==> src/rtl/uart_mp_pkg.sv <==
// Package: register selects and status bit positions shared by the
// register file, its submodules and its checker.
package uart_mp_pkg;

    localparam int ADDR_W = 2;

    typedef enum logic [ADDR_W-1:0] {
        SEL_DATA   = 2'd0,
        SEL_LINE   = 2'd1,
        SEL_MPSTAT = 2'd2,
        SEL_SPARE  = 2'd3
    } reg_sel_e;

    // Bit positions inside the line status register.
    localparam int LINE_HOLD_EMPTY = 0;
    localparam int LINE_TX_IDLE    = 1;
    localparam int LINE_CTS        = 2;

    // Bit positions inside the multiprocessor status register.
    localparam int MP_NINTH_BIT = 0;
    localparam int MP_NEW_FRAME = 1;

    typedef struct packed {
        logic cts_level;
        logic tx_idle;
        logic hold_empty;
    } line_stat_t;

    typedef struct packed {
        logic new_frame;
        logic ninth_bit;
    } mp_stat_t;

endpackage

==> src/rtl/uart_mp_sync.sv <==
// Module: multi-stage flop synchroniser for one asynchronous level.
// Assumes STAGES >= 2. All flops reset to RST_VAL.
module uart_mp_sync #(
    parameter int   STAGES  = 2,
    parameter logic RST_VAL = 1'b1
) (
    input  logic clk,
    input  logic rst_n,
    input  logic async_in,
    output logic sync_out
);

    logic [STAGES-1:0] chain;

    generate
        for (genvar s = 0; s < STAGES; s++) begin : g_stage
            if (s == 0) begin : g_first
                // Capture the raw input in the first stage.
                always_ff @(posedge clk) begin
                    if (!rst_n) chain[0] <= RST_VAL;
                    else        chain[0] <= async_in;
                end
            end else begin : g_next
                // Pass the level one stage further.
                always_ff @(posedge clk) begin
                    if (!rst_n) chain[s] <= RST_VAL;
                    else        chain[s] <= chain[s-1];
                end
            end
        end
    endgenerate

    assign sync_out = chain[STAGES-1];

endmodule

==> src/rtl/uart_mp_txhold.sv <==
// Module: transmit holding register and its empty / idle flags.
// Assumes the engine pulses take only while the holding register is full,
// and holds shift_busy through the stop bit of each character.
module uart_mp_txhold #(
    parameter int DATA_W = 8
) (
    input  logic              clk,
    input  logic              rst_n,
    input  logic              load,
    input  logic [DATA_W-1:0] load_data,
    input  logic              take,
    input  logic              shift_busy,
    output logic [DATA_W-1:0] hold_data,
    output logic              hold_empty,
    output logic              tx_idle
);

    // Holding byte: updated only by a host write.
    always_ff @(posedge clk) begin
        if (!rst_n)    hold_data <= '0;
        else if (load) hold_data <= load_data;
    end

    // Empty flag: a load clears it, a take sets it, and a load wins a tie.
    always_ff @(posedge clk) begin
        if (!rst_n)    hold_empty <= 1'b1;
        else if (load) hold_empty <= 1'b0;
        else if (take) hold_empty <= 1'b1;
    end

    // Idle: nothing waiting and nothing on the line.
    always_comb begin
        tx_idle = hold_empty && !shift_busy;
    end

endmodule

==> src/rtl/uart_mp_rxcap.sv <==
// Module: receive byte capture with ninth-bit and new-frame tracking.
// A character with ninth bit 1 is an address character; it arms a marker so
// that the next character with ninth bit 0 raises new_frame. A host read
// clears the visible flags but leaves the marker; an arrival wins a tie.
module uart_mp_rxcap #(
    parameter int DATA_W = 8
) (
    input  logic              clk,
    input  logic              rst_n,
    input  logic              rx_strobe,
    input  logic [DATA_W-1:0] rx_data,
    input  logic              rx_mp_bit,
    input  logic              host_read,
    output logic [DATA_W-1:0] rx_byte,
    output logic              ninth_bit,
    output logic              new_frame
);

    logic addr_pending;

    // Received byte: replaced on every arrival.
    always_ff @(posedge clk) begin
        if (!rst_n)         rx_byte <= '0;
        else if (rx_strobe) rx_byte <= rx_data;
    end

    // Address marker: armed by an address character, used by the next data one.
    always_ff @(posedge clk) begin
        if (!rst_n)         addr_pending <= 1'b0;
        else if (rx_strobe) addr_pending <= rx_mp_bit;
    end

    // Visible flags: arrival sets them, a host read clears them.
    always_ff @(posedge clk) begin
        if (!rst_n) begin
            ninth_bit <= 1'b0;
            new_frame <= 1'b0;
        end else if (rx_strobe) begin
            ninth_bit <= rx_mp_bit;
            new_frame <= !rx_mp_bit && addr_pending;
        end else if (host_read) begin
            ninth_bit <= 1'b0;
            new_frame <= 1'b0;
        end
    end

endmodule

==> src/rtl/uart_mp_regs.sv <==
// Module: host register file of a multiprocessor-capable UART.
// Address 0 is write-transmit / read-receive; 1 is line status; 2 is
// multiprocessor status; 3 reads zero. Read data is combinational; side
// effects of a read take place on the clock edge that ends the strobe.
module uart_mp_regs
    import uart_mp_pkg::*;
#(
    parameter int DATA_W      = 8,
    parameter int SYNC_STAGES = 2
) (
    input  logic              clk,
    input  logic              rst_n,
    input  logic [ADDR_W-1:0] bus_addr,
    input  logic              bus_rd,
    input  logic              bus_wr,
    input  logic [DATA_W-1:0] bus_wdata,
    output logic [DATA_W-1:0] bus_rdata,
    input  logic              cts_n,
    output logic [DATA_W-1:0] tx_hold_data,
    output logic              tx_hold_full,
    input  logic              tx_take,
    input  logic              tx_shift_busy,
    input  logic              rx_strobe,
    input  logic [DATA_W-1:0] rx_data,
    input  logic              rx_mp_bit
);

    localparam int LINE_W = $bits(line_stat_t);
    localparam int MP_W   = $bits(mp_stat_t);

    logic              wr_data_sel;
    logic              rd_data_sel;
    logic              hold_empty;
    logic              tx_idle;
    logic              cts_level;
    logic [DATA_W-1:0] rx_byte;
    logic              mp_bit;
    logic              new_frame;
    line_stat_t        line_stat;
    mp_stat_t          mp_stat;

    // Decode the access strobes that target the data address.
    always_comb begin
        wr_data_sel = bus_wr && (reg_sel_e'(bus_addr) == SEL_DATA);
        rd_data_sel = bus_rd && (reg_sel_e'(bus_addr) == SEL_DATA);
    end

    uart_mp_txhold #(
        .DATA_W (DATA_W)
    ) i_txhold (
        .clk        (clk),
        .rst_n      (rst_n),
        .load       (wr_data_sel),
        .load_data  (bus_wdata),
        .take       (tx_take),
        .shift_busy (tx_shift_busy),
        .hold_data  (tx_hold_data),
        .hold_empty (hold_empty),
        .tx_idle    (tx_idle)
    );

    uart_mp_rxcap #(
        .DATA_W (DATA_W)
    ) i_rxcap (
        .clk       (clk),
        .rst_n     (rst_n),
        .rx_strobe (rx_strobe),
        .rx_data   (rx_data),
        .rx_mp_bit (rx_mp_bit),
        .host_read (rd_data_sel),
        .rx_byte   (rx_byte),
        .ninth_bit (mp_bit),
        .new_frame (new_frame)
    );

    uart_mp_sync #(
        .STAGES  (SYNC_STAGES),
        .RST_VAL (1'b1)
    ) i_cts_sync (
        .clk      (clk),
        .rst_n    (rst_n),
        .async_in (cts_n),
        .sync_out (cts_level)
    );

    // Full flag for the engine is the inverse of the host-visible empty flag.
    always_comb begin
        tx_hold_full = !hold_empty;
    end

    // Pack the status fields into their structures.
    always_comb begin
        line_stat.hold_empty = hold_empty;
        line_stat.tx_idle    = tx_idle;
        line_stat.cts_level  = cts_level;
        mp_stat.ninth_bit    = mp_bit;
        mp_stat.new_frame    = new_frame;
    end

    // Read multiplexer: unused bits and the spare address return zero.
    always_comb begin
        bus_rdata = '0;
        case (reg_sel_e'(bus_addr))
            SEL_DATA:   bus_rdata = rx_byte;
            SEL_LINE:   bus_rdata[LINE_W-1:0] = line_stat;
            SEL_MPSTAT: bus_rdata[MP_W-1:0]   = mp_stat;
            default:    bus_rdata = '0;
        endcase
    end

endmodule

==> config.mk <==
export PLATFORM = sky130hd
export DESIGN_NAME = uart_mp_regs
export DESIGN_NICKNAME = d
export VERILOG_FILES = /design/src/rtl/uart_mp_pkg.sv /design/src/rtl/uart_mp_sync.sv /design/src/rtl/uart_mp_txhold.sv /design/src/rtl/uart_mp_rxcap.sv /design/src/rtl/uart_mp_regs.sv
export SDC_FILE = /design/constraint.sdc
export NUM_CORES = 1
export LEC_CHECK = 0
export CORE_MARGIN = 2
export CORE_UTILIZATION = 64
export CTS_CLUSTER_SIZE = 30
export DETAILED_ROUTE_END_ITERATION = 16
export DONT_BUFFER_PORTS = 1
export HOLD_SLACK_MARGIN = 0.1
export PLACE_DENSITY = 0.85
export SLEW_MARGIN = 10
export SYNTH_ARGS = -nofsm -noshare
export SYNTH_HDL_FRONTEND = slang
export SYNTH_SLANG_ARGS = --single-unit
==> constraint.sdc <==
create_clock -name clk -period 2.3 [get_ports clk]
set_input_delay 0.46 -clock clk [delete_from_list [all_inputs] [get_ports clk]]
set_output_delay 0.46 -clock clk [all_outputs]
set_load 0.03 [all_outputs]
* After elaboration in Yosys (flattened, before gate mapping)
Cells that the tools add are included.
W data, S select, Z words.
** Cells by class
- Equal/unequal tests :: 2
- Mux-type cells :: 8
- Reductions and logical operators :: 10
** Operator list (number)
- $pmux W2 S3 :: 1
- $mux W1 :: 5
- $mux W5 :: 1
- $logic_and A1 B1 Y1 :: 4
- $reduce_bool A2 Y1 :: 2
- $logic_not A1 Y1 :: 3
- $eq A2 B1 Y1 const B :: 1
- $eq A2 B2 Y1 const B :: 1
- $logic_not A2 Y1 :: 1
- $pmux W1 S2 :: 1
** Storage, ports and cells
- Register bits after elaboration :: 22
- Output and inout port bits :: 17
- Word-level logic and storage cells :: 28

* Depth between registers and ports, before layout
Gate-level depths: netlist of run 1.
- Word-level depth :: 4
- Mapped depth :: 4
- Depth with buffers taken out :: 2

* Modules after synthesis
From an unflattened synthesis of run 1, not the netlist that was laid out.
** Unflattened totals
- Cells, all modules :: 87
- Area total of the unflattened synthesis :: 943.4 um^2
** Modules (own cells, without submodules)
- uart_mp_rxcap :: times used 1, cells each 37, area each 419.2 um^2
- uart_mp_txhold :: times used 1, cells each 29, area each 336.6 um^2
- uart_mp_regs :: times used 1, cells each 17, area each 135.1 um^2
- uart_mp_sync :: times used 1, cells each 4, area each 52.6 um^2

* Worst setup path before layout of run 1
OpenSTA, ideal clock, no wires.
- Kind :: input port to output port
- From :: input bus_addr[1]
- To :: output bus_rdata[0]
- Arrival time :: 1.362 ns
- Slack :: 0.478 ns
- Stages :: 3
- Cells stage by stage :: buf_6 > mux2i_1 > o21ai_0
** On the way
- Word-level cells in the longest chain between the ends :: 2
** Ends and longest elaborated chain
- from (decl) :: line uart_mp_regs.sv:13 : input logic [ADDR_W-1:0] bus_addr,
- $eq A2 B2 Y1 (tied with other cells) :: line uart_mp_regs.sv:103 : case (reg_sel_e'(bus_addr))
- $pmux W2 S3 * :: line uart_mp_regs.sv:103
- to (decl) :: line uart_mp_regs.sv:17 : output logic [DATA_W-1:0] bus_rdata,
Every way passes the cells marked *; elsewhere a longest branch is shown, timed or not.

* Final worst setup path of run 1
- From :: register i_txhold.hold_empty
- To :: output bus_rdata[1]
** On the way
- Word-level cells in the longest chain between the ends :: 2
** Ends and longest elaborated chain
- from (decl) :: line uart_mp_txhold.sv:14 : output logic hold_empty,
- from (signal assigned) :: line uart_mp_txhold.sv:26 : if (!rst_n) hold_empty <= 1'b1;
- from (signal assigned) :: line uart_mp_txhold.sv:27 : else if (load) hold_empty <= 1'b0;
- from (signal assigned) :: line uart_mp_txhold.sv:28 : else if (take) hold_empty <= 1'b1;
- $logic_and A1 B1 Y1 :: line uart_mp_txhold.sv:33 : tx_idle = hold_empty && !shift_busy;
- $pmux W2 S3 :: line uart_mp_regs.sv:103
Every way passes these cells.

==> impl_summary.log, run 1 <==
[metrics] sequential-to-total area share from yosys stat: 45.8%
[metrics] start-to-end type of the worst setup path: reg2out
[metrics] upper clock frequency limit: 0.571 GHz
[metrics] worst-path maximum fanout: 3
[metrics] detailed-route via count: 605
[metrics] RePlAce Congestion: 0.673
[metrics] port bufs: 0
[metrics] synthesized netlist cell count: 98
[metrics] total cell area at the placement stage: 925 um2
[metrics] final max-slew violation count: 0
[metrics] final-stage net count: 123
[metrics] Sw Share: 23.9%
[metrics] run status: finished, final reports clean
[metrics] number of sinks on the clock net: 22
[metrics] static power due to leakage: 0.383 nW
[metrics] RSZ-0062 raised after global routing: false
[metrics] largest buffer count on any clock path: 2
[metrics] number of rows created at floorplan: 13
[metrics] Resize count post-CTS: 0
[metrics] die width: 42.8 um
[metrics] combined area of all synthesized cells: 962 um2
[metrics] Post-CTS Setup Bufs: 0
[metrics] clock buffer count from CTS: 3
[metrics] GR Overflow Total: 0
[metrics] DRC violation total after the first TritonRoute iteration: 1
[metrics] max_slew headroom: 46.0%
[metrics] die height: 42.8 um
[metrics] buffer type at the clock tree root: sky130_fd_sc_hd__clkbuf_4
[metrics] die area: 1830 um2
[metrics] combinational share of power: 9.2%
[metrics] share of power burned in the clock network: 25.8%
[metrics] peak ir drop on the vdd network: 0.000387 V
[metrics] post-route clock period utilization: 76.2%
[metrics] first-pass GRT wire length: 2530 um
[metrics] CTS tree: built
[metrics] post-synthesis to final-layout area growth: -1.56%
[metrics] class of the most critical hold timing path: in2reg
[metrics] Routed WL per cell: 13.9 um
[metrics] via count of the first global-routing pass: 607
[metrics] starting utilization of the core area: 71.3%
[metrics] hold violation count in the final report: 0
[metrics] worst-case clock skew: 0.0000461 ns
[metrics] Detailed Route WL: 1520 um
[metrics] initial antenna violation count: 0
[metrics] commonest non-fill, non-tap cells in the layout: sky130_fd_sc_hd__dfxtp_1 (22), sky130_fd_sc_hd__mux2i_1 (20), sky130_fd_sc_hd__nand2_1 (16)
[metrics] element type at the critical path end: primary output
[metrics] proportion of power drawn by flip-flops and latches: 65.0%
[metrics] Internal Dissipation: 0.489 mW
[metrics] setup TNS: 0 ns
[metrics] Slew @ Worst Pin: 0.806 ns
[metrics] placed wire-length estimate after detailed placement: 1100 um
[metrics] via-per-instance ratio: 5.55
[metrics] largest net degree at the start of global routing: 33
[metrics] drt drc: 0
[metrics] clock latency reported for the late side of the worst-skew pair: 0.29 ns
[metrics] net switching power: 0.153 mW
[metrics] number of nets still failing antenna checks after routing: 0
[metrics] Avg Synthesized Cell Area: 9.82 um2
[metrics] post-layout minimum cycle time: 1.75 ns
[metrics] I/O pin count: 44
[metrics] Final Setup Violations: 0
[metrics] cell area after layout: 947 um2
[metrics] CP Data Required Time: 1.84 ns
[metrics] layout cells sized above 1: 5.32%
[metrics] Yosys warnings: 0
[metrics] element type at the critical path start: flip-flop
[metrics] post-synth net total: 125
[metrics] core area: 1350 um2
[metrics] leading cell type in the layout, fill and taps excluded: sky130_fd_sc_hd__dfxtp_1
[metrics] count of H-tree levels built during CTS: 1
[metrics] worst endpoint data arrival time: 1.29 ns
[metrics] quantity of hold-fixing buffers added after cts: 0
[metrics] Tot GR Track Use: 17.9%
[metrics] clock slew at reported path FFs: 0.11 ns
[metrics] router iterations before antenna repair: 3
[metrics] Synth Register Bits: 22
[metrics] antenna cells: 0
[metrics] number of distinct library cell variants in the gate-level netlist after synthesis: 19
[metrics] Pwr per Cell Area: 678 nW/um2
[metrics] max capacitance violation total: 0
==> path summary, 6_finish.rpt <==
| kind | from | end | slack, ns | cells after the start |
|---|---|---|---|---|
| setup / recovery | i_txhold.hold_empty | bus_rdata[1] | 0.55 | 2 |
| hold / removal | rst_n | i_cts_sync.chain[0] | 0.23 | 1 |
| setup reg to reg | i_txhold.hold_data[6] | i_txhold.hold_data[6] | 1.48 | 2 |
| hold reg to reg | i_cts_sync.chain[0] | i_cts_sync.sync_out | 0.42 | 1 |
==> synth_stat cells, drive strengths merged <==
cell type / count / area (um2)
dfxtp: 22 / 440
mux2i: 20 / 200
nand2: 16 / 60.1
nor2b: 9 / 56.3
buf: 6 / 55.1
and2: 5 / 31.3
o21ai: 4 / 20.0
nand3b: 3 / 22.5
nor2: 3 / 11.3
clkbuf: 2 / 8.75
nand2b: 2 / 12.5
nor3b: 2 / 20.0
inv: 1 / 3.75
nand3: 1 / 5.00
nand4b: 1 / 8.76
o22ai: 1 / 6.26
==> state kept, by name (all words and copies together), names as in the netlist <==
register / count
i_cts_sync.chain: 1
i_cts_sync.sync_out: 1
i_rxcap.addr_pending: 1
i_rxcap.new_frame: 1
i_rxcap.ninth_bit: 1
i_rxcap.rx_byte: 8
i_txhold.hold_data: 8
i_txhold.hold_empty: 1
==> final cells by class <==
class,instances,area (um2)
multi-input combinational,67,454
sequential,22,440
tap,15,18.8
fill,105,403
timing repair buffer,1,7.51
inverter,1,3.75
clock buffer,3,22.5
==> power by group through the flow <==
stage / sequential (mW) / combinational [mW] / clock, mW
CTS: 0.417 / 0.0601 / 0.171
finish: 0.417 / 0.0592 / 0.166
floorplan: 0.423 / 0.0724 / 0
global placement: 0.425 / 0.0583 / 0
detailed placement: 0.426 / 0.0600 / 0
global route: 0.419 / 0.0655 / 0.182
==> logic make-up (layout without fill, tap and decap cells) <==
kind of cell    after synthesis  in the layout  synth area share [%]
simple gates                 42             42                  23.7
flops                        22             22                  45.8
mux                          20             20                  20.8
buf+inv                       9              5                  7.02
compound gates                5              5                  2.73
==> per-stage QoR <==
stage          setup WS (ns)  hold slack, ns  power, mW  instances  utilization (%)
2_1_floorplan          0.478           0.386      0.496         98                -
3_3_place_gp           0.705           0.398      0.484        106             68.5
3_5_place_dp           0.688           0.396      0.486        106             68.5
4_1_cts                0.533           0.225      0.648        109             70.2
5_1_grt                0.487           0.219      0.667        109             70.2
6_report               0.548           0.231      0.642        109             70.2
==> worst max-delay path: stages (launching register included) <==
cell and delay, ns:
sky130_fd_sc_hd__dfxtp_1 0.36, sky130_fd_sc_hd__nand3b_1 0.10, sky130_fd_sc_hd__o22ai_1 0.54
==> routing by layer <==
metal / global-route usage, % / wire length (um) / share of wire (%)
met1: 22.0 / 665 / 44
met2: 29.7 / 733 / 48
met3: 4.26 / 106 / 7.0
met4: 7.50 / 14 / 0.92
met5: 0 / 0 / 0
Note: power is estimated with default switching activity, not from simulation.
==> run 2, diff against run 1 <==
--- a/config.mk
+++ b/config.mk
@@ -6,12 +6,12 @@
 export NUM_CORES = 1
 export LEC_CHECK = 0
 export CORE_MARGIN = 2
-export CORE_UTILIZATION = 64
+export CORE_UTILIZATION = 53
 export CTS_CLUSTER_SIZE = 30
 export DETAILED_ROUTE_END_ITERATION = 16
 export DONT_BUFFER_PORTS = 1
 export HOLD_SLACK_MARGIN = 0.1
-export PLACE_DENSITY = 0.85
+export PLACE_DENSITY = 0.76
 export SLEW_MARGIN = 10
 export SYNTH_ARGS = -nofsm -noshare
 export SYNTH_HDL_FRONTEND = slang
==> constraint.sdc (replaced) <==
create_clock -name clk -period 1.4 [get_ports clk]
set_input_delay 0.28 -clock clk [delete_from_list [all_inputs] [get_ports clk]]
set_output_delay 0.28 -clock clk [all_outputs]
set_load 0.03 [all_outputs]
==> run 2 against run 1 <==
Compared with the run above: wire length is 3.9% higher; utilization is 11 points lower; die area is 19% higher; cell count is 14% higher; total power is 64% higher; count of clock-buffer cells in the layout stayed put; critical path depth is 1 higher; clock skew is 0.00053 ns higher; cell area is 5.9% higher; global-route usage is 2.3 points lower; sequential cell count stayed put.
==> impl_summary.log, run 2 (synthesis gave the netlist of run 1 again) <==
[metrics] worst endpoint data arrival time: 1.08 ns (-0.21 ns)
[metrics] core area: 1710 um2 (+27%)
[metrics] peak ir drop on the vdd network: 0.000783 V (+100%)
[metrics] element type at the critical path start: flip-flop
[metrics] setup TNS: 0 ns (unchanged)
[metrics] proportion of power drawn by flip-flops and latches: 65.1% (about the same)
[metrics] count of non-filler cells in the finished layout: 124 (+14%)
[metrics] Pwr per Cell Area: 1050 nW/um2 (+55%)
[metrics] CTS tree: built
[metrics] die width: 46.6 um (+9.0%)
[metrics] Critical path buffers and inverters: 1 (+1)
[metrics] class of the most critical hold timing path: in2reg
[metrics] I/O pin count: 44 (unchanged)
[metrics] number of rows created at floorplan: 15 (+2)
[metrics] DRC violation total after the first TritonRoute iteration: 5 (+4)
[metrics] detailed-route via count: 638 (+5.5%)
[metrics] Regs by FF count: i_rxcap.rx_byte: 8 flops, i_txhold.hold_data: 8 flops
[metrics] Detailed Route WL: 1580 um (+3.9%)
[metrics] element type at the critical path end: primary output
[metrics] worst-path maximum fanout: 3 (unchanged)
[metrics] number of nets still failing antenna checks after routing: 0 (unchanged)
[metrics] final-stage net count: 128 (+4.1%)
[metrics] max capacitance violation total: 0 (unchanged)
[metrics] cells traversed along the worst timing path: nand3b_1, o22ai_1, buf_4
[metrics] via-per-instance ratio: 5.15 (-7.3%)
[metrics] clock latency reported for the late side of the worst-skew pair: 0.28 ns (about the same)
[metrics] start-to-end type of the worst setup path: reg2out
[metrics] die height: 46.6 um (+9.0%)
[metrics] CP delay by family, top: flip-flops
[metrics] Routed WL per cell: 12.7 um (-8.7%)
[metrics] share of power burned in the clock network: 24.4% (-1.4 points)
[metrics] clock buffer count from CTS: 3 (unchanged)
[metrics] Internal Dissipation: 0.812 mW (+66%)
[metrics] router iterations before antenna repair: 3 (unchanged)
[metrics] GR Overflow Total: 0 (unchanged)
[metrics] combinational share of power: 10.5% (+1.3 points)
[metrics] die area: 2170 um2 (+19%)
[metrics] drt drc: 0 (unchanged)
[metrics] placed wire-length estimate after detailed placement: 1170 um (+6.8%)
[metrics] CP Data Required Time: 1.12 ns (-0.72 ns)
[metrics] via count of the first global-routing pass: 575 (-5.3%)
[metrics] RSZ-0062 raised after global routing: true
[metrics] run status: finished, final reports clean
[metrics] post-route clock period utilization: 96.9%
[metrics] static power due to leakage: 0.405 nW (+5.8%)
[metrics] layout cells sized above 1: 9.09% (+3.8 points)
[metrics] cell type of the slowest stage on the worst timing path: sky130_fd_sc_hd__dfxtp_2
[metrics] post-synthesis to final-layout area growth: 4.29%
[metrics] Tot GR Track Use: 15.6% (-2.3 points)
[metrics] Final Core Density: 58.8% (-11 points)
[metrics] net switching power: 0.240 mW (+57%)
[metrics] Sw Share: 22.8% (-1.0 points)
[metrics] commonest non-fill, non-tap cells in the layout: sky130_fd_sc_hd__dfxtp_1 (21), sky130_fd_sc_hd__mux2i_1 (20), sky130_fd_sc_hd__nand2_1 (16)
[metrics] CP peak stage delay: 0.35 ns (-0.19 ns)
[metrics] clock slew at reported path FFs: 0.11 ns (about the same)
[metrics] largest buffer count on any clock path: 2 (unchanged)
[metrics] leading cell type in the layout, fill and taps excluded: sky130_fd_sc_hd__dfxtp_1
[metrics] first-pass GRT wire length: 2460 um (-2.7%)
[metrics] final max-slew violation count: 0 (unchanged)
[metrics] RePlAce Congestion: 0.626 (-7.1%)
[metrics] number of sinks on the clock net: 22 (unchanged)
[metrics] DP Cell Count: 119 (+12%)
[metrics] post-layout minimum cycle time: 1.36 ns
[metrics] hold violation count in the final report: 0 (unchanged)
[metrics] antenna cells: 0 (unchanged)
[metrics] worst-case clock skew: 0.000574 ns (+0.000528 ns)
[metrics] port bufs: 0 (unchanged)
[metrics] starting utilization of the core area: 56.3% (-15 points)
[metrics] buffer type at the clock tree root: sky130_fd_sc_hd__clkbuf_4
[metrics] final total power: 1.05 mW (+64%)
[metrics] Final Setup Violations: 0 (unchanged)
[metrics] max_slew headroom: 77.4% (+31 points)
[metrics] count of H-tree levels built during CTS: 1 (unchanged)
[metrics] largest net degree at the start of global routing: 31 (-6.1%)
[metrics] initial antenna violation count: 0 (unchanged)
[metrics] Slew @ Worst Pin: 0.338 ns (-0.468 ns)
[metrics] upper clock frequency limit: 0.737 GHz
-- run 2: cell count changes in the layout (fill, tap and decap cells not counted) --
cell | previous run | this run
sky130_fd_sc_hd__buf_4 | 1 | 4
sky130_fd_sc_hd__dlygate4sd3_1 | 0 | 2
sky130_fd_sc_hd__dfxtp_1 | 22 | 21
sky130_fd_sc_hd__dfxtp_2 | 0 | 1
sky130_fd_sc_hd__o21ai_0 | 4 | 3
sky130_fd_sc_hd__o21ai_1 | 0 | 1
-- run 2: per-stage QoR --
step | instance area, um2 | worst slack [ns] | hold WS, ns
2_1_floorplan | 962 | 0.0581 | 0.353
3_3_place_gp | 960 | 0.217 | 0.360
3_5_place_dp | 960 | 0.225 | 0.364
4_1_cts | 1000 | 0.0191 | 0.113
5_1_grt | 1000 | -0.0457 | 0.114
6_report | 1000 | 0.0431 | 0.120
-- run 2: area by class of cell --
type | instances | area (um2)
clock buffer | 3 | 22.5
fill | 161 | 704
sequential | 22 | 442
multi-input combinational | 67 | 454
inverter | 1 | 3.75
tap | 25 | 31.3
timing repair buffer | 6 | 50.0
-- run 2: worst paths after layout --
kind	startpoint	slack (ns)	cells after the start	end
max	i_txhold.hold_empty	0.04	3	bus_rdata[1]
min reg2reg	i_cts_sync.chain[0]	0.43	1	i_cts_sync.sync_out
max reg2reg	i_txhold.hold_data[7]	0.58	2	i_txhold.hold_data[7]
min	rst_n	0.12	1	i_rxcap.rx_byte[3]
-- run 2: layer usage --
| layer | part of all wire, % | GRT usage, % | wire (um) |
|---|---|---|---|
| met2 | 48 | 24.7 | 754 |
| met4 | 0.89 | 5.14 | 14 |
| met3 | 7.2 | 4.31 | 114 |
| met5 | 0 | 0 | 0 |
| met1 | 44 | 20.4 | 695 |
-- run 2: power groups by stage --
stage | clock [mW] | combinational [mW] | sequential, mW
after floorplan | 0 | 0.119 | 0.696
after global placement | 0 | 0.104 | 0.699
after detailed placement | 0 | 0.107 | 0.700
after CTS | 0.273 | 0.112 | 0.686
after global routing | 0.294 | 0.122 | 0.688
final | 0.257 | 0.110 | 0.685
-- run 2: timing repair --
action / 4_1_cts / 5_1_grt
pin swaps: 0 / 0
setup endpoints to repair: 1 / 1
buffers inserted: 0 / 0
hold buffers: 2 / 0
endpoints found under the hold margin: 3 / 0
gates resized for setup: 1 / 0
